===== src/rtl/scl_gen_pkg.sv =====
package scl_gen_pkg;

  // Phase of the generated SCL waveform.
  typedef enum logic [1:0] {
    PH_IDLE = 2'd0,
    PH_LOW  = 2'd1,
    PH_HIGH = 2'd2
  } scl_phase_e;

endpackage


===== src/rtl/scl_len_cfg.sv =====
// Derives the low and high phase lengths from the control word.
// The low length is used as it is loaded; the high length is kept in a
// shadow register so that the whole SCL period uses one sampled word.
module scl_len_cfg #(
  parameter int REG_W   = 32,
  parameter int FIELD_W = 8,
  parameter int LO_LSB  = 0,
  parameter int HT_LSB  = 16,
  parameter int EXTRA   = 3,
  parameter bit ASYM_EN = 1'b1,
  localparam int CNT_W  = FIELD_W + 1
) (
  input  logic             clk,
  input  logic             rst_n,
  input  logic             load,
  input  logic [REG_W-1:0] ctl_word,
  output logic [CNT_W-1:0] lo_len,
  output logic [CNT_W-1:0] hi_len
);

  localparam logic [REG_W-1:0] FIELD_ONES = REG_W'((1 << FIELD_W) - 1);
  localparam logic [REG_W-1:0] USED_MASK  =
    (FIELD_ONES << LO_LSB) | (ASYM_EN ? (FIELD_ONES << HT_LSB) : '0);

  logic [FIELD_W-1:0] lo_fld;
  logic [CNT_W-1:0]   hi_next;
  logic [CNT_W-1:0]   hi_q;
  logic               unused_ctl_bits;

  assign lo_fld = ctl_word[LO_LSB +: FIELD_W];
  assign lo_len = CNT_W'(lo_fld) + CNT_W'(EXTRA);

  // Bits outside the used fields take no part in the timing.
  assign unused_ctl_bits = ^(ctl_word & ~USED_MASK);

  generate
    if (ASYM_EN) begin : g_asym
      logic [FIELD_W-1:0] ht_fld;
      assign ht_fld  = ctl_word[HT_LSB +: FIELD_W];
      assign hi_next = (ht_fld == '0) ? lo_len
                                      : CNT_W'(ht_fld) + CNT_W'(EXTRA);
    end else begin : g_sym
      assign hi_next = lo_len;
    end
  endgenerate

  always_ff @(posedge clk or negedge rst_n) begin
    if (!rst_n) begin
      hi_q <= CNT_W'(EXTRA);
    end else if (load) begin
      hi_q <= hi_next;
    end
  end

  assign hi_len = hi_q;

endmodule


===== src/rtl/scl_phase_seq.sv =====
// Sequences idle, low and high phases with a down counter that is
// reloaded with length-1 at each phase boundary.
module scl_phase_seq
  import scl_gen_pkg::*;
#(
  parameter int CNT_W = 9
) (
  input  logic             clk,
  input  logic             rst_n,
  input  logic             en,
  input  logic [CNT_W-1:0] lo_len,
  input  logic [CNT_W-1:0] hi_len,
  output logic             load,
  output scl_phase_e       phase,
  output logic             edge_fall,
  output logic             edge_rise
);

  scl_phase_e       ph_q;
  logic [CNT_W-1:0] cnt_q;
  logic             cnt_zero;

  assign cnt_zero = (cnt_q == '0);

  // A new word is taken only as a low phase begins: either while idle
  // or when SCL is high and its last cycle is running.
  assign load = en && ((ph_q == PH_IDLE) || ((ph_q == PH_HIGH) && cnt_zero));

  always_ff @(posedge clk or negedge rst_n) begin
    if (!rst_n) begin
      ph_q      <= PH_IDLE;
      cnt_q     <= '0;
      edge_fall <= 1'b0;
      edge_rise <= 1'b0;
    end else begin
      edge_fall <= 1'b0;
      edge_rise <= 1'b0;
      if (!en) begin
        ph_q  <= PH_IDLE;
        cnt_q <= '0;
      end else begin
        unique case (ph_q)
          PH_IDLE: begin
            ph_q      <= PH_LOW;
            cnt_q     <= lo_len - CNT_W'(1);
            edge_fall <= 1'b1;
          end
          PH_LOW: begin
            if (cnt_zero) begin
              ph_q      <= PH_HIGH;
              cnt_q     <= hi_len - CNT_W'(1);
              edge_rise <= 1'b1;
            end else begin
              cnt_q <= cnt_q - CNT_W'(1);
            end
          end
          PH_HIGH: begin
            if (cnt_zero) begin
              ph_q      <= PH_LOW;
              cnt_q     <= lo_len - CNT_W'(1);
              edge_fall <= 1'b1;
            end else begin
              cnt_q <= cnt_q - CNT_W'(1);
            end
          end
          default: begin
            ph_q  <= PH_IDLE;
            cnt_q <= '0;
          end
        endcase
      end
    end
  end

  assign phase = ph_q;

endmodule


===== src/rtl/scl_timing_gen.sv =====
// Top level: programmable SCL phase timing from a clock-control word.
module scl_timing_gen
  import scl_gen_pkg::*;
#(
  parameter int REG_W   = 32,
  parameter int FIELD_W = 8,
  parameter int LO_LSB  = 0,
  parameter int HT_LSB  = 16,
  parameter int EXTRA   = 3,
  parameter bit ASYM_EN = 1'b1
) (
  input  logic             clk,
  input  logic             rst_n,
  input  logic             en,
  input  logic [REG_W-1:0] ctl_word,
  output logic             scl_out,
  output logic             scl_lo_ph,
  output logic             scl_hi_ph,
  output logic             edge_fall,
  output logic             edge_rise
);

  localparam int CNT_W = FIELD_W + 1;

  logic [CNT_W-1:0] lo_len;
  logic [CNT_W-1:0] hi_len;
  logic             load;
  scl_phase_e       phase;

  scl_len_cfg #(
    .REG_W  (REG_W),
    .FIELD_W(FIELD_W),
    .LO_LSB (LO_LSB),
    .HT_LSB (HT_LSB),
    .EXTRA  (EXTRA),
    .ASYM_EN(ASYM_EN)
  ) u_cfg (
    .clk     (clk),
    .rst_n   (rst_n),
    .load    (load),
    .ctl_word(ctl_word),
    .lo_len  (lo_len),
    .hi_len  (hi_len)
  );

  scl_phase_seq #(
    .CNT_W(CNT_W)
  ) u_seq (
    .clk      (clk),
    .rst_n    (rst_n),
    .en       (en),
    .lo_len   (lo_len),
    .hi_len   (hi_len),
    .load     (load),
    .phase    (phase),
    .edge_fall(edge_fall),
    .edge_rise(edge_rise)
  );

  assign scl_lo_ph = (phase == PH_LOW);
  assign scl_hi_ph = (phase == PH_HIGH);
  assign scl_out   = (phase != PH_LOW);

endmodule


===== config.mk =====
export PLATFORM = sky130hd
export DESIGN_NAME = scl_timing_gen
export DESIGN_NICKNAME = d
export VERILOG_FILES = /design/src/rtl/scl_gen_pkg.sv /design/src/rtl/scl_len_cfg.sv /design/src/rtl/scl_phase_seq.sv /design/src/rtl/scl_timing_gen.sv
export SDC_FILE = /design/constraint.sdc
export NUM_CORES = 1
export LEC_CHECK = 0
export BUFFER_PORTS_ARGS = -buffer_cell sky130_fd_sc_hd__clkbuf_2
export CAP_MARGIN = 10
export CORE_ASPECT_RATIO = 1.25
export CORE_MARGIN = 3
export CORE_UTILIZATION = 40
export CTS_BUF_LIST = sky130_fd_sc_hd__clkbuf_16
export DETAILED_ROUTE_END_ITERATION = 6
export HOLD_SLACK_MARGIN = 0.05
export SLEW_MARGIN = 15
export SYNTH_ARGS = -nofsm -noshare
export SYNTH_HDL_FRONTEND = slang
export SYNTH_SLANG_ARGS = --single-unit
export TNS_END_PERCENT = 30

===== constraint.sdc =====
create_clock -name clk -period 4.71 [get_ports clk]
set_clock_uncertainty 0.15 [all_clocks]
set_input_delay 1.1775 -clock clk [delete_from_list [all_inputs] [get_ports clk]]
set_output_delay 1.1775 -clock clk [all_outputs]
set_load 0.005 [all_outputs]

Word level (Yosys, flattened, before mapping)
Index checks and enable logic that the tools add are counted.

Add/subtract/negate cells: 5. Equal/unequal tests: 5. Multiplexer cells: 14. Reduce and logical (&&, ||, !) cells: 7.

Operator list (count): $mux 9 (4); $pmux 9 s3 (1); $sub 9x1->9 const B (3); $add 8x2->9 const B (2); $logic_not 9->1 (1); $logic_not 8->1 (1); $mux 2 (3); $ne 3x2->1 const B (2); $pmux 2 s3 (1); $mux 1 (4); $eq 2x1->1 const B (1); $eq 2x2->1 const B (1); $logic_and 1x1->1 (2); $logic_not 2->1 (1); $ne 2x1->1 const B (1); $pmux 1 s2 (1); $reduce_and 2->1 (1); $logic_or 1x1->1 (1).

Bits in registers: 22. Input bits: 35. Output and inout port bits: 5. Logic and storage cells: 36.

Longest topological paths before layout
Gate-level depths: netlist of the first run.

Word-level depth: 5. Depth in mapped cells: 9. Depth with buffers taken out: 8.

Cells and area by module
Synthesis of the first run repeated with hierarchy kept, for this count alone.

Cell total of the unflattened synthesis: 212. Area, all modules: 1793.0 µm².

Modules (own cells, without submodules): scl_phase_seq (instances 1, cells each 130, area each 1074.8 µm², seq. area each 325.3 µm²); scl_len_cfg (instances 1, cells each 79, area each 694.4 µm², seq. area each 227.7 µm²); scl_timing_gen (instances 1, cells each 3, area each 23.8 µm², seq. area each 0.0 µm²).

Least setup slack after synthesis of the first run
Ideal clock, no wire load.

Path type: input-to-reg. Start: in ctl_word[0]. End: reg u_seq.cnt_q[7]. Setup time: 0.082 ns. Data arrival time: 3.036 ns. Data required time: 4.478 ns. Setup slack: 1.442 ns. Stages: 8. Buffers on the path: 1. Cell sequence: clkbuf_1 > inv_1 > ha_1 > or4b_1 > a21oi_1 > nand4_1 > or4b_1 > a31oi_1.

Word-level cells in the longest chain between the ends: 5.

Ends and longest elaborated chain: from (decl) (RTL line scl_timing_gen.sv:15) `input logic [REG_W-1:0] ctl_word,`; $add 8x2->9 (*) (RTL line scl_len_cfg.sv:31) `assign lo_len = CNT_W'(lo_fld) + CNT_W'(EXTRA);`; $sub 9x1->9 (*) (RTL line scl_phase_seq.sv:45, scl_phase_seq.sv:60); $mux 9 (RTL line scl_phase_seq.sv:58) `if (cnt_zero) begin`; $pmux 9 s3 (*) (RTL line scl_phase_seq.sv:42) `unique case (ph_q)`; $mux 9 (*) (RTL line scl_phase_seq.sv:38) `if (!en) begin`; to (signal assigned) (RTL line scl_phase_seq.sv:45) `cnt_q <= lo_len - CNT_W'(1);`; to (signal assigned) (RTL line scl_phase_seq.sv:60) `cnt_q <= lo_len - CNT_W'(1);`; to (signal assigned) (RTL line scl_phase_seq.sv:63) `cnt_q <= cnt_q - CNT_W'(1);`; to (decl) (RTL line scl_phase_seq.sv:20) `logic [CNT_W-1:0] cnt_q;`.

Every way passes the cells marked *; elsewhere a longest branch is shown, timed or not. A chain may end at the register's enable or synchronous reset.

Worst setup path after layout of the first run
Same ends and word-level chain as after synthesis.

==> summary.txt, run 1 <==
Logic synthesis
  • Yosys cell types: 46
  • Avg Cell Area, Syn: 8.10 um^2
  • Sequential share of the synthesized area: 31.2%
  • Share of cell area taken by muxes after synthesis: 0.564%
  • FFs w/ async S/R, synth: 100%
  • Synthesized-area fraction occupied by xor and xnor cells: 14.3%
  • Compound-cell area share of the yosys netlist: 19.2%
  • Proportion of netlist area held by the largest area contributor: 28.2%
  • Number of warnings reported in the yosys synthesis log: 0
  • Net count of the mapped netlist: 259
  • Cell with the most instances after synthesis: sky130_fd_sc_hd__nor2_1
  • Post-Syn Instances: 219
  • Largest family of logic cells by synthesized area: simple AND/OR/NAND/NOR gates
  • Most used flip-flop cell after synthesis: sky130_fd_sc_hd__dfrtp_1
  • List of most frequent post-synthesis cells: sky130_fd_sc_hd__nor2_1 (28), sky130_fd_sc_hd__dfrtp_1 (20), sky130_fd_sc_hd__nand2_1 (20)
  • Adder-cell share of the synthesized area: 3.53%
  • Synthesized cell area: 0.00177 mm^2
  • Ranking of synthesized cells by area: sky130_fd_sc_hd__dfrtp_1 (28%), sky130_fd_sc_hd__xor2_1 (8.9%), sky130_fd_sc_hd__nor2_1 (5.9%)
  • Cell accounting for the most synthesized area: sky130_fd_sc_hd__dfrtp_1
  • Simple-gate share of the synthesized area: 27.1%
  • Number of enable-type register cells in the synthesized netlist: 0
  • Flops & latches, synth: 22

Clocking
  • CTS max path bufs: 2
  • # hold bufs at CTS: 0
  • # Post-CTS Setup Buffers: 0
  • Cts repair resizes: 0
  • Clock-pin transition on the worst setup and hold timing paths: 0.06 ns
  • Clk_lat worst skew: 0.26 ns
  • Clock sink total: 22
  • TritonCTS clock tree: done
  • Clock Tree Root: sky130_fd_sc_hd__clkbuf_16
  • CTS H-tree lvls: 1
  • Number of buffers created by CTS: 3

Die
  • Width of the chip: 65.6 um
  • Die height: 80.5 um
  • Number of placement rows: 26
  • Starting density of the core: 42.3%
  • Placeable Area: 0.00420 mm^2
  • Number of placed I/O pins: 40
  • Full die area: 0.00528 mm^2

GRT
  • Number of global-route vias before repair: 1538
  • Overall overflow remaining after global route: 0
  • First-pass GRT wire length: 7160 um
  • Largest net degree at the start of global routing: 23
  • Initial antenna violation count: 0
  • Overall track demand over capacity in global routing: 17.3%

Critical path
  • Category of the worst setup path launch point: input pin
  • Critical-path cell list: clkbuf_2 -> inv_1 -> ha_1 -> or4b_1 -> a21oi_1 -> nand4_1 -> or4b_1 -> a31oi_1
  • Slack of the worst reg-to-reg path: 2.00 ns
  • Class of the most critical setup path: input pin to register
  • Critical Path End Type: register
  • Reg-to-reg critical path startpoint: u_seq.cnt_q[3]
  • R2r worst-path depth: 6
  • CP Max Fanout: 14
  • Arrival time reported for the critical path endpoint: 3.25 ns
  • Endpoint of the most critical register-to-register path: u_seq.cnt_q[8]
  • Critical Path Max Stage Delay: 0.52 ns
  • Slowest cell on crit path: sky130_fd_sc_hd__or4b_1
  • CP most frequent cell: sky130_fd_sc_hd__or4b_1
  • Worst path required time: 4.74 ns

Timing
  • Max frequency: 311 MHz
  • Final count of negative-setup-slack endpoints: 0
  • Setup repair after global routing missed its margin: false
  • Worst hold slack: 0.380 ns
  • Slew at the pin with the worst max-slew slack: 0.568 ns
  • Shortest period the worst path allows: 3.22 ns
  • Setup TNS Final: 0 ns
  • Rel. slew slack: 61.6%
  • Number of failing hold endpoints at the final stage: 0
  • Worst-case setup margin in the final layout: 1.49 ns
  • Slew Limit Fails: 0
  • Fin crit share: 68.3%

Power and ir drop
  • Worst ir drop on vdd: 155 uV
  • Cell internal pwr: 0.000612 W
  • Leakage: 0.868 nW
  • Clock network fraction of design power: 17.2%
  • Switch Pwr: 0.000463 W
  • Sw frac: 43.1%
  • Power density cells: 536 mW/mm^2
  • Sequential Power Share: 33.5%
  • Relative contribution of combinational cells to total power: 49.3%

Worst hold path
  • Startpoint of the most critical hold path: u_cfg.hi_len[8]
  • Hold depth: 2
  • Worst hold-check path type: register to register
  • Hold worst-path end: u_cfg.hi_len[8]

Layout
  • Post-synthesis to final-layout area growth: 13.0%
  • Diodes inserted: 0
  • Fraction of final layout cells with drive strength greater than 1: 13.0%
  • Filler-free cell count of the finished design: 295
  • Post-layout net count: 280
  • Filler instances: 437
  • Area occupied by registers: 553 um^2
  • Area used by multi-input combinational logic: 0.00115 mm^2
  • Final Util: 47.8%

Job
  • Max-cap violations: 0

Route
  • Vias per inst: 5.46
  • Routed wire length: 4250 um
  • Violation count after the first detailed-routing iteration: 51
  • Detailed Routing Iterations Pass 1: 4
  • Vias: 1611
  • Antenna-violating nets left: 0
  • DRC violations left: 0
  • Routed WL per cell: 14.4 um

Placement
  • Port Buffers: 23
  • Worst-case setup slack after placement: 1.23 ns
  • Post-Place Cells: 291
  • Half-perimeter wire length after placement: 3360 um
  • Final RePlAce weighted congestion: 0.838

Status
  • Outcome: complete, no violations
[worst max-delay path: cells and delay by family]
kind | cells | cell delay (ns)
adder cells (fa/ha/maj) | 1 | 0.24
AO/OA/AOI/OAI | 2 | 0.40
buffers and inverters | 2 | 0.30
AND/OR/NAND/NOR | 3 | 1.12
[cell type report]
| type | count | area share (%) |
|---|---|---|
| Clock buffer | 3 | 3.74 |
| Clock inverter | 1 | 0.187 |
| Inverter | 11 | 2.06 |
| Multi-Input combinational cell | 179 | 57.2 |
| Sequential cell | 22 | 27.6 |
| Tap cell | 56 | 3.49 |
| Timing Repair Buffer | 23 | 5.74 |
[per-layer routing]
| layer | track usage [%] | routed length, um | up-vias |
|---|---|---|---|
| met2 | 30.1 | 2120 | 27 |
| met1 | 22.0 | 1940 | 747 |
| li1 | - | - | 826 |
| met4 | 7.05 | 110 | 0 |
| met3 | 1.26 | 88 | 11 |
| met5 | 0 | 0 | - |
[through the flow]
stage               instance area (um^2)  total power, W
CTS                                 2010         0.00107
finish                              2010         0.00107
detailed placement                  1930        0.000890
global route                        2010         0.00116
global placement                    1930        0.000889
floorplan                           1770        0.000751
[state kept, by name (all words and copies together) (netlist names)]
signal,cells
u_seq.cnt_q,9
u_seq.phase,2
u_cfg.hi_len,9
u_seq.edge_rise,1
u_seq.edge_fall,1
[logic make-up (layout without fill, tap and decap cells)]
kind of cell,Yosys count,after routing
XOR/XNOR,29,29
flip-flops,22,22
buffers and inverters,18,38
AND/OR/NAND/NOR,92,92
multiplexers,1,1
AO/OA/AOI/OAI,52,52
adder cells (fa/ha/maj),5,5
[power groups by stage]
stage / logic [W] / registers (W) / clock network (W)
after global placement: 0.000529 / 0.000360 / 0
after floorplan: 0.000412 / 0.000339 / 0
after detailed placement: 0.000527 / 0.000363 / 0
after global routing: 0.000597 / 0.000374 / 0.000191
final: 0.000530 / 0.000360 / 0.000184
after CTS: 0.000532 / 0.000360 / 0.000183
[cell usage in the layout, fill, tap and decap left out, types with 6 or more instances in the layout]
cell type and count:
sky130_fd_sc_hd__nor2_1 28, sky130_fd_sc_hd__clkbuf_2 23, sky130_fd_sc_hd__nand2_1 20, sky130_fd_sc_hd__dfrtp_1 20, sky130_fd_sc_hd__xor2_1 18, sky130_fd_sc_hd__o21ai_0 16
sky130_fd_sc_hd__a21oi_1 15, sky130_fd_sc_hd__inv_1 11, sky130_fd_sc_hd__xnor2_1 11, sky130_fd_sc_hd__or3_1 6, sky130_fd_sc_hd__nand3_1 6
[worst max path at each step]
stage,from,to,slack [ns],depth (start not counted)
floorplan,ctl_word[0],u_seq.cnt_q[7],1.44,8
global placement,ctl_word[0],u_seq.cnt_q[7],1.24,8
detailed placement,ctl_word[0],u_seq.cnt_q[7],1.23,8
CTS,ctl_word[0],u_seq.cnt_q[7],1.49,8
global route,ctl_word[0],u_seq.cnt_q[7],1.26,8
finish,ctl_word[0],u_seq.cnt_q[7],1.49,8
No activity file was read; power rests on OpenSTA's default activity.
==> run 2, diff against run 1 <==
Settings changed: ABC_AREA from default to 1.
Clock period 4.71 ns to 2.6 ns, I/O delays scaled along.
==> summary.txt, run 2 <==
Status
  • Outcome: complete, no violations

Clocking
  • CTS max path bufs: 2
  • Clock Tree Root: sky130_fd_sc_hd__clkbuf_16
  • Clock sink total: 22
  • CTS H-tree lvls: 1
  • Clk_lat worst skew: 0.26 ns
  • TritonCTS clock tree: done
  • Cts repair resizes: 0
  • Clock-pin transition on the worst setup and hold timing paths: 0.06 ns
  • # hold bufs at CTS: 0
  • # Post-CTS Setup Buffers: 0
  • Number of buffers created by CTS: 3

Critical path
  • Arrival time reported for the critical path endpoint: 1.33 ns
  • Worst path required time: 1.80 ns
  • Class of the most critical setup path: register to output pin
  • CP Max Fanout: 7
  • Slowest cell on crit path: sky130_fd_sc_hd__dfrtp_1
  • Critical-path cell list: inv_1 -> nor2_1 -> clkbuf_2
  • Critical Path Max Stage Delay: 0.45 ns
  • Critical Path End Type: output pin
  • Category of the worst setup path launch point: register
  • R2r worst-path depth: 10

Power and ir drop
  • PnR Total Power: 0.00215 W
  • Leakage: 1.08 nW
  • Worst ir drop on vdd: 385 uV
  • Power density cells: 999 mW/mm^2

Die
  • Width of the chip: 67.3 um
  • Full die area: 0.00556 mm^2
  • Placeable Area: 0.00446 mm^2
  • Starting density of the core: 42.1%
  • Number of placement rows: 27
  • Die height: 82.6 um
  • Number of placed I/O pins: 40

Layout
  • Filler instances: 490
  • Diodes inserted: 0
  • Post-synthesis to final-layout area growth: 14.6%
  • Filler-free cell count of the finished design: 361
  • Fraction of final layout cells with drive strength greater than 1: 14.9%
  • Post-layout net count: 344
  • Leading cell type in the layout, fill and taps excluded: sky130_fd_sc_hd__nand2_1
  • Highest-count cells in the layout ignoring fill and taps: sky130_fd_sc_hd__nand2_1 (59), sky130_fd_sc_hd__inv_1 (43), sky130_fd_sc_hd__nor2_1 (34), sky130_fd_sc_hd__clkbuf_2 (23), sky130_fd_sc_hd__nand3_1 (22)

Timing
  • Fin crit share: 82.0%
  • Number of failing hold endpoints at the final stage: 0
  • Slew at the pin with the worst max-slew slack: 0.570 ns
  • Slew Limit Fails: 0
  • Worst hold slack: 0.221 ns
  • Final count of negative-setup-slack endpoints: 0
  • Shortest period the worst path allows: 2.13 ns
  • Worst-case setup margin in the final layout: 0.467 ns
  • Setup repair after global routing missed its margin: false
  • Max frequency: 469 MHz
  • Rel. slew slack: 62.0%
  • Setup TNS Final: 0 ns

Logic synthesis
  • Flops & latches, synth: 22
  • Ranking of synthesized cells by area: sky130_fd_sc_hd__dfrtp_1 (27%), sky130_fd_sc_hd__nand2_1 (12%), sky130_fd_sc_hd__inv_1 (8.6%)
  • Number of enable-type register cells in the synthesized netlist: 0
  • List of most frequent post-synthesis cells: sky130_fd_sc_hd__nand2_1 (59), sky130_fd_sc_hd__inv_1 (43), sky130_fd_sc_hd__nor2_1 (34)
  • Yosys cell types: 38
  • Post-Syn Instances: 277
  • Cell with the most instances after synthesis: sky130_fd_sc_hd__nand2_1
  • Most used flip-flop cell after synthesis: sky130_fd_sc_hd__dfrtp_1
  • Number of warnings reported in the yosys synthesis log: 0
  • FFs w/ async S/R, synth: 100%
  • Avg Cell Area, Syn: 6.78 um^2
  • Synthesized cell area: 0.00188 mm^2
  • Net count of the mapped netlist: 317
  • Sequential share of the synthesized area: 29.4%
  • Cell accounting for the most synthesized area: sky130_fd_sc_hd__dfrtp_1
  • Proportion of netlist area held by the largest area contributor: 26.6%

Route
  • Detailed Routing Iterations Pass 1: 4
  • Violation count after the first detailed-routing iteration: 102
  • Routed wire length: 4460 um
  • Routed WL per cell: 12.3 um
  • Vias per inst: 4.97
  • DRC violations left: 0
  • Antenna-violating nets left: 0
  • Vias: 1794

Placement
  • Port Buffers: 23
  • Worst-case setup slack after placement: 0.229 ns
  • Final RePlAce weighted congestion: 0.789
  • Half-perimeter wire length after placement: 3630 um
  • Post-Place Cells: 357

GRT
  • Largest net degree at the start of global routing: 23
  • Overall track demand over capacity in global routing: 18.2%
  • Overall overflow remaining after global route: 0
  • First-pass GRT wire length: 7800 um
  • Initial antenna violation count: 0
  • Number of global-route vias before repair: 1749

Worst hold path
  • Worst hold-check path type: input pin to asynchronous set/reset pin

Job
  • Max-cap violations: 0
-- run 2: path summary, 6_finish.rpt --
check / from / end / slack [ns]
max: u_seq.phase[1] / scl_hi_ph / 0.47
min: rst_n / u_seq.cnt_q[0] / 0.22
max reg2reg: u_seq.cnt_q[0] / u_cfg.hi_len[1] / 0.55
min reg2reg: u_cfg.hi_len[1] / u_cfg.hi_len[1] / 0.37
max in group asynchronous: rst_n / u_cfg.hi_len[0] / 1.69
min in group clk: u_cfg.hi_len[1] / u_cfg.hi_len[1] / 0.37
-- run 2: per-layer routing --
layer | wire length [um] | vias up | track usage (%)
li1 | - | 946 | -
met1 | 2000 | 812 | 22.6
met2 | 2290 | 32 | 32.9
met3 | 113 | 4 | 1.76
met4 | 48 | 0 | 5.48
met5 | 0 | - | 0
-- run 2: final cells by class --
type / instances / area [um^2] / share of cell area, %
clock buffers: 3 / 75.1 / 3.49
clock inverters: 1 / 30.0 / 1.39
inverters: 46 / 175 / 8.13
multi-input cells: 207 / 1120 / 52.2
flip-flops and latches: 22 / 553 / 25.7
well taps: 58 / 72.6 / 3.37
repair buffers: 24 / 123 / 5.69
-- run 2: stage by stage --
stage | instance area [um^2] | util [%]
6_report | 2150 | 48.3
3_5_place_dp | 2050 | 45.9
2_1_floorplan | 1880 | -
5_1_grt | 2150 | 48.3
4_1_cts | 2150 | 48.3
3_3_place_gp | 2050 | 45.9
-- run 2: cell families after synthesis --
| logic type | share of synthesized area, % |
|---|---|
| compound gates | 15.4 |
| xor+xnor | 7.92 |
| fa+ha+maj | 3.33 |
| buf+inv | 10.7 |
| flops | 29.4 |
| simple gates | 33.2 |
-- run 2: where the power goes --
part / internal (W) / leakage, nW / switching [W]
Sequential: 0.000490 / 0.279 / 0.000108
Clock: 0.000306 / 0.0511 / 0.000129
Combinational: 0.000414 / 0.754 / 0.000703
Total: 0.00121 / 1.08 / 0.000940
-- run 2: critical path: cells and delay by family (launching register included) --
family / cells / cell delay, ns
AND/OR/NAND/NOR: 1 / 0.37
buffers and inverters: 2 / 0.26
flip-flops: 1 / 0.45
